File: config.mk
export PLATFORM = sky130hd
export DESIGN_NAME = sram_ctrl
export DESIGN_NICKNAME = d
export VERILOG_FILES = /design/src/rtl/sramc_pkg.sv /design/src/rtl/sramc_phase_timer.sv /design/src/rtl/sramc_seq.sv /design/src/rtl/sramc_rd_capture.sv /design/src/rtl/sram_ctrl.sv
export SDC_FILE = /design/constraint.sdc
export NUM_CORES = 1
export LEC_CHECK = 0
export BUFFER_PORTS_ARGS = -buffer_cell sky130_fd_sc_hd__buf_2
export CAP_MARGIN = 10
export CORE_ASPECT_RATIO = 1.2
export CORE_MARGIN = 2
export CORE_UTILIZATION = 50
export DETAILED_ROUTE_END_ITERATION = 7
export PLACE_DENSITY = 0.84
export SETUP_SLACK_MARGIN = 0.15
export SYNTH_ARGS = -nofsm -noshare
export SYNTH_HDL_FRONTEND = slang
export SYNTH_SLANG_ARGS = --single-unit
File: constraint.sdc
create_clock -name clk -period 4.2 [get_ports clk]
set_input_delay 0.42 -clock clk [delete_from_list [all_inputs] [get_ports clk]]
set_output_delay 0.42 -clock clk [all_outputs]
set_load 0.005 [all_outputs]
File: src/rtl/sramc_pkg.sv
package sramc_pkg;

    localparam int LANES = 2;
    localparam int DW    = 8 * LANES;

    typedef enum logic [2:0] {
        ST_IDLE,
        ST_WSET,
        ST_WPUL,
        ST_WREC,
        ST_RACC,
        ST_RTURN
    } phase_e;

    typedef struct packed {
        logic             cs_n;
        logic             we_n;
        logic             oe_n;
        logic [LANES-1:0] be_n;
        logic             drv;
    } strobe_t;

    localparam strobe_t STROBE_PARK = '{cs_n: 1'b1, we_n: 1'b1, oe_n: 1'b1,
                                        be_n: {LANES{1'b1}}, drv: 1'b0};

    function automatic int imax(input int a, input int b);
        return (a > b) ? a : b;
    endfunction

    // whole cycles covering a window, never below one
    function automatic int cyc_ceil(input int ns, input int clk_ns);
        int c;
        c = (ns + clk_ns - 1) / clk_ns;
        return (c < 1) ? 1 : c;
    endfunction

    function automatic strobe_t phase_strobes(input phase_e ph, input logic [LANES-1:0] mask);
        strobe_t s;
        logic    any;
        s   = STROBE_PARK;
        any = |mask;
        case (ph)
            ST_WSET, ST_WREC: begin
                s.cs_n = ~any;
                s.be_n = ~mask;
                s.drv  = 1'b1;
            end
            ST_WPUL: begin
                s.cs_n = ~any;
                s.we_n = ~any;
                s.be_n = ~mask;
                s.drv  = 1'b1;
            end
            ST_RACC: begin
                s.cs_n = ~any;
                s.oe_n = ~any;
                s.be_n = ~mask;
            end
            default: s = STROBE_PARK;
        endcase
        return s;
    endfunction

endpackage

File: src/rtl/sramc_phase_timer.sv
module sramc_phase_timer #(
    parameter int CW = 4
) (
    input  logic          clk,
    input  logic          rst,
    input  logic          load,
    input  logic [CW-1:0] load_val,
    output logic          last
);
    logic [CW-1:0] cnt_q;

    always_ff @(posedge clk) begin
        if (rst)
            cnt_q <= '0;
        else if (load)
            cnt_q <= load_val;
        else if (cnt_q != '0)
            cnt_q <= cnt_q - 1'b1;
    end

    assign last = (cnt_q == '0);
endmodule

File: src/rtl/sramc_seq.sv
module sramc_seq
    import sramc_pkg::*;
#(
    parameter int CW     = 4,
    parameter int N_WS   = 1,
    parameter int N_WP   = 4,
    parameter int N_WREC = 1,
    parameter int N_RD   = 6,
    parameter int N_TA   = 2
) (
    input  logic          clk,
    input  logic          rst,
    input  logic          accept,
    input  logic          is_write,
    input  logic          phase_last,
    output phase_e        state_q,
    output phase_e        state_d,
    output logic          load,
    output logic [CW-1:0] load_val,
    output logic          done_d,
    output logic          capture
);
    always_comb begin
        state_d  = state_q;
        load     = 1'b0;
        load_val = '0;
        done_d   = 1'b0;
        capture  = 1'b0;
        case (state_q)
            ST_IDLE: if (accept) begin
                load = 1'b1;
                if (is_write) begin
                    state_d  = ST_WSET;
                    load_val = CW'(N_WS - 1);
                end else begin
                    state_d  = ST_RACC;
                    load_val = CW'(N_RD - 1);
                end
            end
            ST_WSET: if (phase_last) begin
                state_d  = ST_WPUL;
                load     = 1'b1;
                load_val = CW'(N_WP - 1);
            end
            ST_WPUL: if (phase_last) begin
                state_d  = ST_WREC;
                load     = 1'b1;
                load_val = CW'(N_WREC - 1);
            end
            ST_WREC: if (phase_last) begin
                state_d = ST_IDLE;
                done_d  = 1'b1;
            end
            ST_RACC: if (phase_last) begin
                state_d  = ST_RTURN;
                load     = 1'b1;
                load_val = CW'(N_TA - 1);
                done_d   = 1'b1;
                capture  = 1'b1;
            end
            ST_RTURN: if (phase_last) state_d = ST_IDLE;
            default: state_d = ST_IDLE;
        endcase
    end

    always_ff @(posedge clk) begin
        if (rst) state_q <= ST_IDLE;
        else     state_q <= state_d;
    end


    idle_on_accept_chk: assert property (@(posedge clk) disable iff (rst)
        accept |-> state_q == ST_IDLE);
endmodule

File: src/rtl/sramc_rd_capture.sv
module sramc_rd_capture #(
    parameter int LANES = 2
) (
    input  logic               clk,
    input  logic               rst,
    input  logic               capture,
    input  logic [LANES-1:0]   lane_en,
    input  logic [8*LANES-1:0] dq_in,
    output logic [8*LANES-1:0] rdata
);
    for (genvar i = 0; i < LANES; i++) begin : g_lane
        always_ff @(posedge clk) begin
            if (rst)
                rdata[8*i +: 8] <= 8'h00;
            else if (capture)
                rdata[8*i +: 8] <= lane_en[i] ? dq_in[8*i +: 8] : 8'h00;
        end
    end
endmodule

File: src/rtl/sram_ctrl.sv
module sram_ctrl
    import sramc_pkg::*;
#(
    parameter int AW      = 18,
    parameter int CLK_NS  = 10,
    parameter int T_WP_NS = 35,
    parameter int T_AW_NS = 40,
    parameter int T_DW_NS = 25,
    parameter int T_WC_NS = 55,
    parameter int T_AA_NS = 55,
    parameter int T_OE_NS = 25,
    parameter int T_HZ_NS = 20
) (
    input  logic             clk,
    input  logic             rst,
    input  logic             req_valid,
    output logic             req_ready,
    input  logic             req_write,
    input  logic [AW-1:0]    req_addr,
    input  logic [DW-1:0]    req_wdata,
    input  logic [LANES-1:0] req_be,
    output logic             rsp_done,
    output logic [DW-1:0]    rsp_rdata,
    output logic [AW-1:0]    mem_addr,
    output logic             mem_cs_n,
    output logic             mem_we_n,
    output logic             mem_oe_n,
    output logic [LANES-1:0] mem_be_n,
    output logic [DW-1:0]    mem_dq_out,
    output logic             mem_dq_oe,
    input  logic [DW-1:0]    mem_dq_in
);
    localparam int N_WS   = 1;
    localparam int N_WP   = cyc_ceil(imax(T_WP_NS, imax(T_DW_NS, T_AW_NS - N_WS * CLK_NS)), CLK_NS);
    localparam int N_WREC = imax(1, cyc_ceil(T_WC_NS, CLK_NS) - N_WS - N_WP);
    localparam int N_RD   = cyc_ceil(imax(T_AA_NS, T_OE_NS), CLK_NS);
    localparam int N_TA   = cyc_ceil(T_HZ_NS, CLK_NS);
    localparam int N_SUM  = N_WS + N_WP + N_WREC + N_RD + N_TA;
    localparam int CW     = $clog2(N_SUM + 1);

    phase_e            state_q, state_d;
    logic              accept, load, last, done_d, capture;
    logic [CW-1:0]     load_val;
    logic [AW-1:0]     addr_q;
    logic [DW-1:0]     wdata_q;
    logic [LANES-1:0]  be_q, be_next;
    strobe_t           strb_q;
    logic              done_q;

    assign req_ready = (state_q == ST_IDLE);
    assign accept    = req_valid && req_ready;
    assign be_next   = accept ? req_be : be_q;

    sramc_seq #(
        .CW(CW), .N_WS(N_WS), .N_WP(N_WP), .N_WREC(N_WREC), .N_RD(N_RD), .N_TA(N_TA)
    ) i_seq (
        .clk(clk), .rst(rst), .accept(accept), .is_write(req_write),
        .phase_last(last), .state_q(state_q), .state_d(state_d),
        .load(load), .load_val(load_val), .done_d(done_d), .capture(capture)
    );

    sramc_phase_timer #(.CW(CW)) i_timer (
        .clk(clk), .rst(rst), .load(load), .load_val(load_val), .last(last)
    );

    sramc_rd_capture #(.LANES(LANES)) i_capture (
        .clk(clk), .rst(rst), .capture(capture), .lane_en(be_q),
        .dq_in(mem_dq_in), .rdata(rsp_rdata)
    );

    // request latch: address only moves at acceptance, while the select is parked
    always_ff @(posedge clk) begin
        if (rst) begin
            addr_q  <= '0;
            wdata_q <= '0;
            be_q    <= '0;
        end else if (accept) begin
            addr_q  <= req_addr;
            wdata_q <= req_wdata;
            be_q    <= req_be;
        end
    end

    // registered strobes so the pins never glitch
    always_ff @(posedge clk) begin
        if (rst) begin
            strb_q <= STROBE_PARK;
            done_q <= 1'b0;
        end else begin
            strb_q <= phase_strobes(state_d, be_next);
            done_q <= done_d;
        end
    end

    assign mem_addr   = addr_q;
    assign mem_cs_n   = strb_q.cs_n;
    assign mem_we_n   = strb_q.we_n;
    assign mem_oe_n   = strb_q.oe_n;
    assign mem_be_n   = strb_q.be_n;
    assign mem_dq_oe  = strb_q.drv;
    assign mem_dq_out = wdata_q;
    assign rsp_done   = done_q;

    // checker state: write pulse length and release time of the output enable
    logic [7:0] we_low_cnt, hz_cnt;
    always_ff @(posedge clk) begin
        if (rst) begin
            we_low_cnt <= '0;
            hz_cnt     <= 8'(N_TA);
        end else begin
            if (!mem_we_n) we_low_cnt <= (we_low_cnt == 8'hFF) ? we_low_cnt : we_low_cnt + 8'd1;
            else           we_low_cnt <= '0;
            if (!mem_oe_n)                hz_cnt <= '0;
            else if (hz_cnt < 8'(N_TA))   hz_cnt <= hz_cnt + 8'd1;
        end
    end


    we_pulse_len_chk: assert property (@(posedge clk) disable iff (rst)
        $rose(mem_we_n) |-> we_low_cnt == 8'(N_WP));

    drive_over_we_rise_chk: assert property (@(posedge clk) disable iff (rst)
        $rose(mem_we_n) |-> mem_dq_oe && !mem_cs_n);

    no_contention_chk: assert property (@(posedge clk) disable iff (rst)
        mem_dq_oe |-> mem_oe_n);

    turnaround_chk: assert property (@(posedge clk) disable iff (rst)
        $rose(mem_dq_oe) |-> hz_cnt >= 8'(N_TA));

    addr_move_chk: assert property (@(posedge clk) disable iff (rst)
        !$stable(mem_addr) |-> $past(mem_cs_n));

    done_single_chk: assert property (@(posedge clk) disable iff (rst)
        rsp_done |=> !rsp_done);

    ready_drop_chk: assert property (@(posedge clk) disable iff (rst)
        accept |=> !req_ready);
endmodule

==> out/metrics.yaml, run 1 <==
outcome:
  status: "finished, final reports clean"
grt:
  antenna_found_initial: 0
  grtUsageTotal_pct: 21.8
  overflow: 0
  grt_pass1_wl_um: 10500
  grt_pass1_vias: 2345
  grt_max_degree: 65
timing:
  clock_skew_ns: 0.00915
  drv_slew: 0
  worst_pin_slew_ns: 1.14
  min_period_over_period_pct: 59.5
  rsz0062_at_grt: "no"
  fmax_mhz: 400
  slew_headroom_pct: 23.9
  fin_crit_ns: 2.50
  holdWs_ns: 0.320
  hold_violations: 0
  tns_ns: 0
  setup_viol: 0
worst_setup_path:
  cp_max_fo: 23
  worst_ep_required_time_ns: 4.42
  cp-start-kind: "flop"
  path_class: "reg -> reg"
  cp.arrival_ns: 2.72
  endpoint_kind: "flop"
place:
  place_inst: 469
  dp_hpwl_um: 4360
  place_congestion: 0.820
  numPortBuffers: 113
  placed_area_um2: 3140
floorplan:
  fp.dieW_um: 70.2
  initial_core_util_pct: 52.5
  die_y_um: 83.4
  die_area_um2: 5860
  io_pins: 114
  fp-row-count: 28
  core_area_um2: 5010
detailed_routing:
  wire_per_inst_um: 13.0
  vias: 2514
  drtPass1Iterations: 4
  drt_iter0_drc: 138
  wirelength_um: 6280
  viasPerCell: 5.18
  antenna_left: 0
  drcViolationCount: 0
layout:
  areaGrowthSynthToFinish_pct: 28.6
  fin_nets: 477
  fin_util_pct: 67.5
  antennaDiodeCount: 0
  drive_gt1_share_pct: 32.2
  fillCellCount: 420
  design_area_um2: 3380
  fin_cells: 485
synth:
  ys.flop_type: "dfxtp_1"
  ys_ff_latch: 66
  syn_nets: 377
  synthTopCellsByArea: "dfxtp_1, nand2_1, a21oi_1"
  synth_area_leader_cell: "dfxtp_1"
  synthCells: 320
  yosys.cell_types.count: 41
  synth-edff-count: 0
  async_flop_share_pct: 0
  yosysSeqAreaShare_pct: 50.3
  avgSynthCellArea_um2: 8.21
  yosysWarnings: 0
  synth_top_area_share_pct: 50.3
  syn_area_um2: 2630
hold_path:
  hold_path.class: "in -> reg"
power_and_ir_drop:
  power_density_nw_per_um2: 661
  p_leak_nw: 1.50
  vdd_ir_drop_max_uv: 432
clock_network:
  hold_buffers: 0
  clk_latency_ns: 0.34
  clkTransAtPathRegs_ns: 0.07
  cts_setup_buffers: 0
  root_buffer: "clkbuf_8"
  cts_tree: "done"
  htreeDepth: 3
  cts_inserted_buffers: 9
  cts.sinks: 66
  cts_buffer_depth: 2
  cts_resized: 0
run:
  max_cap_violations: 0
==> metal layers <==
metal	track usage [%]	vias to the layer above	part of all wire (%)
met5	0	-	0
met4	5.77	0	0.30
met3	7.40	2	6.7
met2	36.3	84	48
met1	26.9	1143	45
li1	-	1285	-
==> flip-flops by register name (all words and copies together) (netlist names) <==
name,count
be_q,2
i_capture.rdata,16
i_seq.state_q,3
i_timer.cnt_q,4
mem_addr,18
mem_be_n,2
mem_cs_n,1
mem_dq_oe,1
mem_dq_out,16
mem_oe_n,1
mem_we_n,1
rsp_done,1
==> worst paths after layout <==
path | start | to | slack [ns] | cells past startpoint
setup / recovery | i_seq.state_q[2] | mem_we_n | 1.70 | 5
hold / removal | req_wdata[9] | mem_dq_out[9] | 0.32 | 3
setup reg to reg | i_seq.state_q[2] | mem_we_n | 1.70 | 5
hold reg to reg | i_capture.rdata[14] | i_capture.rdata[14] | 0.45 | 2
==> Yosys cell counts, types with 3 or more instances <==
master / instances
o21ai_0: 4
nor3_1: 6
buf_6: 3
nor3_2: 3
buf_2: 13
xnor2_1: 3
dfxtp_1: 66
nor2_1: 5
nand3_1: 18
clkbuf_1: 8
nand2_1: 93
nand2b_1: 5
a21oi_1: 59
inv_1: 3
==> report_power, final <==
part           total, mW  switching (mW)  leakage, nW  internal (mW)
Sequential         0.870           0.122        0.539          0.749
Combinational      0.724           0.416        0.843          0.307
Clock              0.642           0.248        0.120          0.394
Total               2.24           0.786         1.50           1.45
==> critical path, cell delays in order, from the launching register on <==
cell and delay [ns]:
dfxtp_1 0.79, or4b_1 0.58, buf_4 0.35, nor3_2 0.06, nor3_2 0.21, or3b_1 0.37
==> cells by family (layout without fill, tap and decap cells) <==
| kind of cell | after synthesis | count (layout) | share of synthesized area [%] |
|---|---|---|---|
| xor gates and xnor gates | 4 | 4 | 1.33 |
| DFF | 66 | 66 | 50.3 |
| and+or+nand+nor | 144 | 144 | 25.9 |
| buffers and inverters | 29 | 134 | 5.90 |
| adders and majority gates | 1 | 1 | 0.476 |
| AOI/OAI and AO/OA | 76 | 76 | 16.1 |
==> cell usage in the layout (no fill, tap or decap), types with 3 or more instances in the layout <==
| cell type | netlist | layout |
|---|---|---|
| buf_2 | 13 | 113 |
| nand2_1 | 93 | 93 |
| dfxtp_1 | 66 | 66 |
| a21oi_1 | 59 | 59 |
| nand3_1 | 18 | 18 |
| clkbuf_8 | 0 | 9 |
| nor3_1 | 6 | 6 |
| nor2_1 | 5 | 5 |
| nand2b_1 | 5 | 5 |
| o21ai_0 | 4 | 4 |
| inv_1 | 3 | 3 |
| nor3_2 | 3 | 3 |
| xnor2_1 | 3 | 3 |
| bufinv_16 | 0 | 3 |
==> stage by stage <==
stage	setup WS (ns)	total power, mW
6_report	1.70	2.24
5_1_grt	1.50	2.38
4_1_cts	1.70	2.25
3_5_place_dp	1.72	1.61
3_3_place_gp	1.78	1.58
2_1_floorplan	2.57	1.42
==> final cells by class <==
cell class                 count  area (µm²)  area share (%)
timing repair buffer         115         581            17.2
inverter                       3        11.3           0.333
sequential                    66        1320            39.1
tap                           60        75.1            2.22
multi-input combinational    225        1150            34.1
clock inverter                 7         116            3.44
clock buffer                   9         124            3.66
No activity file was read; power rests on OpenSTA's default activity.
==> run 2: changes to the inputs <==
- CORE_UTILIZATION: 50 -> 47
- PLACE_DENSITY: 0.84 -> 0.79
- clock period: 4.2 -> 2.41 ns (I/O delays scaled with it)
==> run 2 against run 1 <==
Against the previous run:
- critical path depth up 1
- core utilization fell by 4.7 points
- critical endpoint is now i_capture.rdata[14]
- combinational power is 75% higher
- register-to-register slack worse by 1.3 ns
- critical path type unchanged
- fmax up 26%
- power rose by 64%
==> out/metrics.yaml, run 2 (synthesized netlist as in run 1, its figures left out) <==
run:
  max_cap_violations: 0
power_and_ir_drop:
  switching_power_mw: 1.30
  p_comb_share_pct: 34.7
  switching_share_pct: 35.4
  clkPwrFrac_pct: 24.3
  p_leak_nw: 1.49
  pwr-share-seq_pct: 41.0
  power_density_nw_per_um2: 1090
  intPower_mw: 2.37
  vdd_ir_drop_max_uv: 668
timing:
  setup_viol: 0
  worst_pin_slew_ns: 0.618
  rsz0062_at_grt: "no"
  fmax_mhz: 503
  hold_violations: 0
  slew_headroom_pct: 58.7
  drv_slew: 0
  tns_ns: 0
  holdWs_ns: 0.145
  fin_crit_ns: 1.99
  clock_skew_ns: 0.00522
  min_period_over_period_pct: 82.6
worst_setup_path:
  cp.arrival_ns: 2.24
  worst_ep_required_time_ns: 2.66
  cp_max_fo: 16
  path_class: "reg -> reg"
  endpoint_kind: "flop"
  cp-start-kind: "flop"
grt:
  grt_max_degree: 46
  grt_pass1_wl_um: 9660
  antenna_found_initial: 0
  overflow: 0
  grtUsageTotal_pct: 19.7
  grt_pass1_vias: 2238
detailed_routing:
  wirelength_um: 6230
  vias: 2522
  antenna_left: 0
  viasPerCell: 5.18
  drtPass1Iterations: 4
  drt_iter0_drc: 104
  wire_per_inst_um: 12.8
  drcViolationCount: 0
clock_network:
  htreeDepth: 3
  hold_buffers: 0
  cts_setup_buffers: 0
  cts_inserted_buffers: 9
  cts_tree: "done"
  cts_resized: 0
  cts_buffer_depth: 2
  clk_latency_ns: 0.33
  cts.sinks: 66
  clkTransAtPathRegs_ns: 0.06
  root_buffer: "clkbuf_8"
layout:
  antennaDiodeCount: 0
  fillCellCount: 466
  areaGrowthSynthToFinish_pct: 27.4
  drive_gt1_share_pct: 32.2
  final_common_cell: "buf_2"
  largest_register_ffs: 18
  design_area_um2: 3350
  fin_nets: 479
  final_cell_mix: "buf_2, nand2_1, dfxtp_1"
floorplan:
  die_y_um: 85.9
  core_area_um2: 5330
  die_area_um2: 6210
  initial_core_util_pct: 49.3
  io_pins: 114
  fp.dieW_um: 72.3
  fp-row-count: 29
hold_path:
  hold_path.class: "in -> reg"
place:
  numPortBuffers: 113
  dp_hpwl_um: 4380
  place_congestion: 0.916
  placed_area_um2: 3160
outcome:
  status: "finished, final reports clean"
-- run 2: cell count changes in the layout (fill, tap and decap cells not counted), sizes merged --
cell / before / now
buf: 115 / 117
clkinvlp: 1 / 0
bufinv: 3 / 1
clkbuf: 9 / 11
inv: 4 / 3
-- run 2: area by class of cell --
cell class	instances	area, µm²	share of cell area, %
timing repair buffer	117	596	17.8
sequential	66	1320	39.4
clock inverter	3	40.0	1.20
clock buffer	11	151	4.52
tap	62	77.6	2.32
multi-input combinational	225	1150	34.4
inverter	3	11.3	0.336
-- run 2: final timing paths --
path / from / endpoint / slack (ns) / depth (start not counted)
max: i_timer.cnt_q[0] / i_capture.rdata[14] / 0.42 / 6
min: req_wdata[6] / mem_dq_out[6] / 0.15 / 3
max reg2reg: i_timer.cnt_q[0] / i_capture.rdata[14] / 0.42 / 6
min reg2reg: i_capture.rdata[13] / i_capture.rdata[13] / 0.45 / 2
-- run 2: power groups by stage --
stage | combinational, mW | sequential, mW | clock, mW
floorplan | 1.02 | 1.45 | 0
global placement | 1.26 | 1.51 | 0
detailed placement | 1.28 | 1.52 | 0
CTS | 1.29 | 1.50 | 0.913
global route | 1.44 | 1.53 | 0.952
finish | 1.27 | 1.50 | 0.889
-- run 2: worst max-delay path: stages, from the launching register on --
cell and delay [ns]:
dfxtp_1 0.31, inv_1 0.08, ha_1 0.24, nor3b_4 0.38, and3_1 0.58, nand3_1 0.14
a21oi_1 0.19
-- run 2: per-stage QoR --
step           total power, mW  instances  util (%)  setup slack, ns
2_1_floorplan             2.47        320         -            0.778
3_3_place_gp              2.77        473      59.2            0.554
3_5_place_dp              2.80        473      59.2            0.483
4_1_cts                   3.70        487      62.8            0.433
5_1_grt                   3.92        487      62.8            0.219
6_report                  3.66        487      62.8            0.420
-- run 2: layer usage --
metal	vias to the layer above	share of wire, %	GRT usage [%]
met5	-	0	0
met4	0	1.1	6.35
met3	8	8.6	6.93
met2	89	50	34.4
met1	1142	41	22.1
li1	1283	-	-
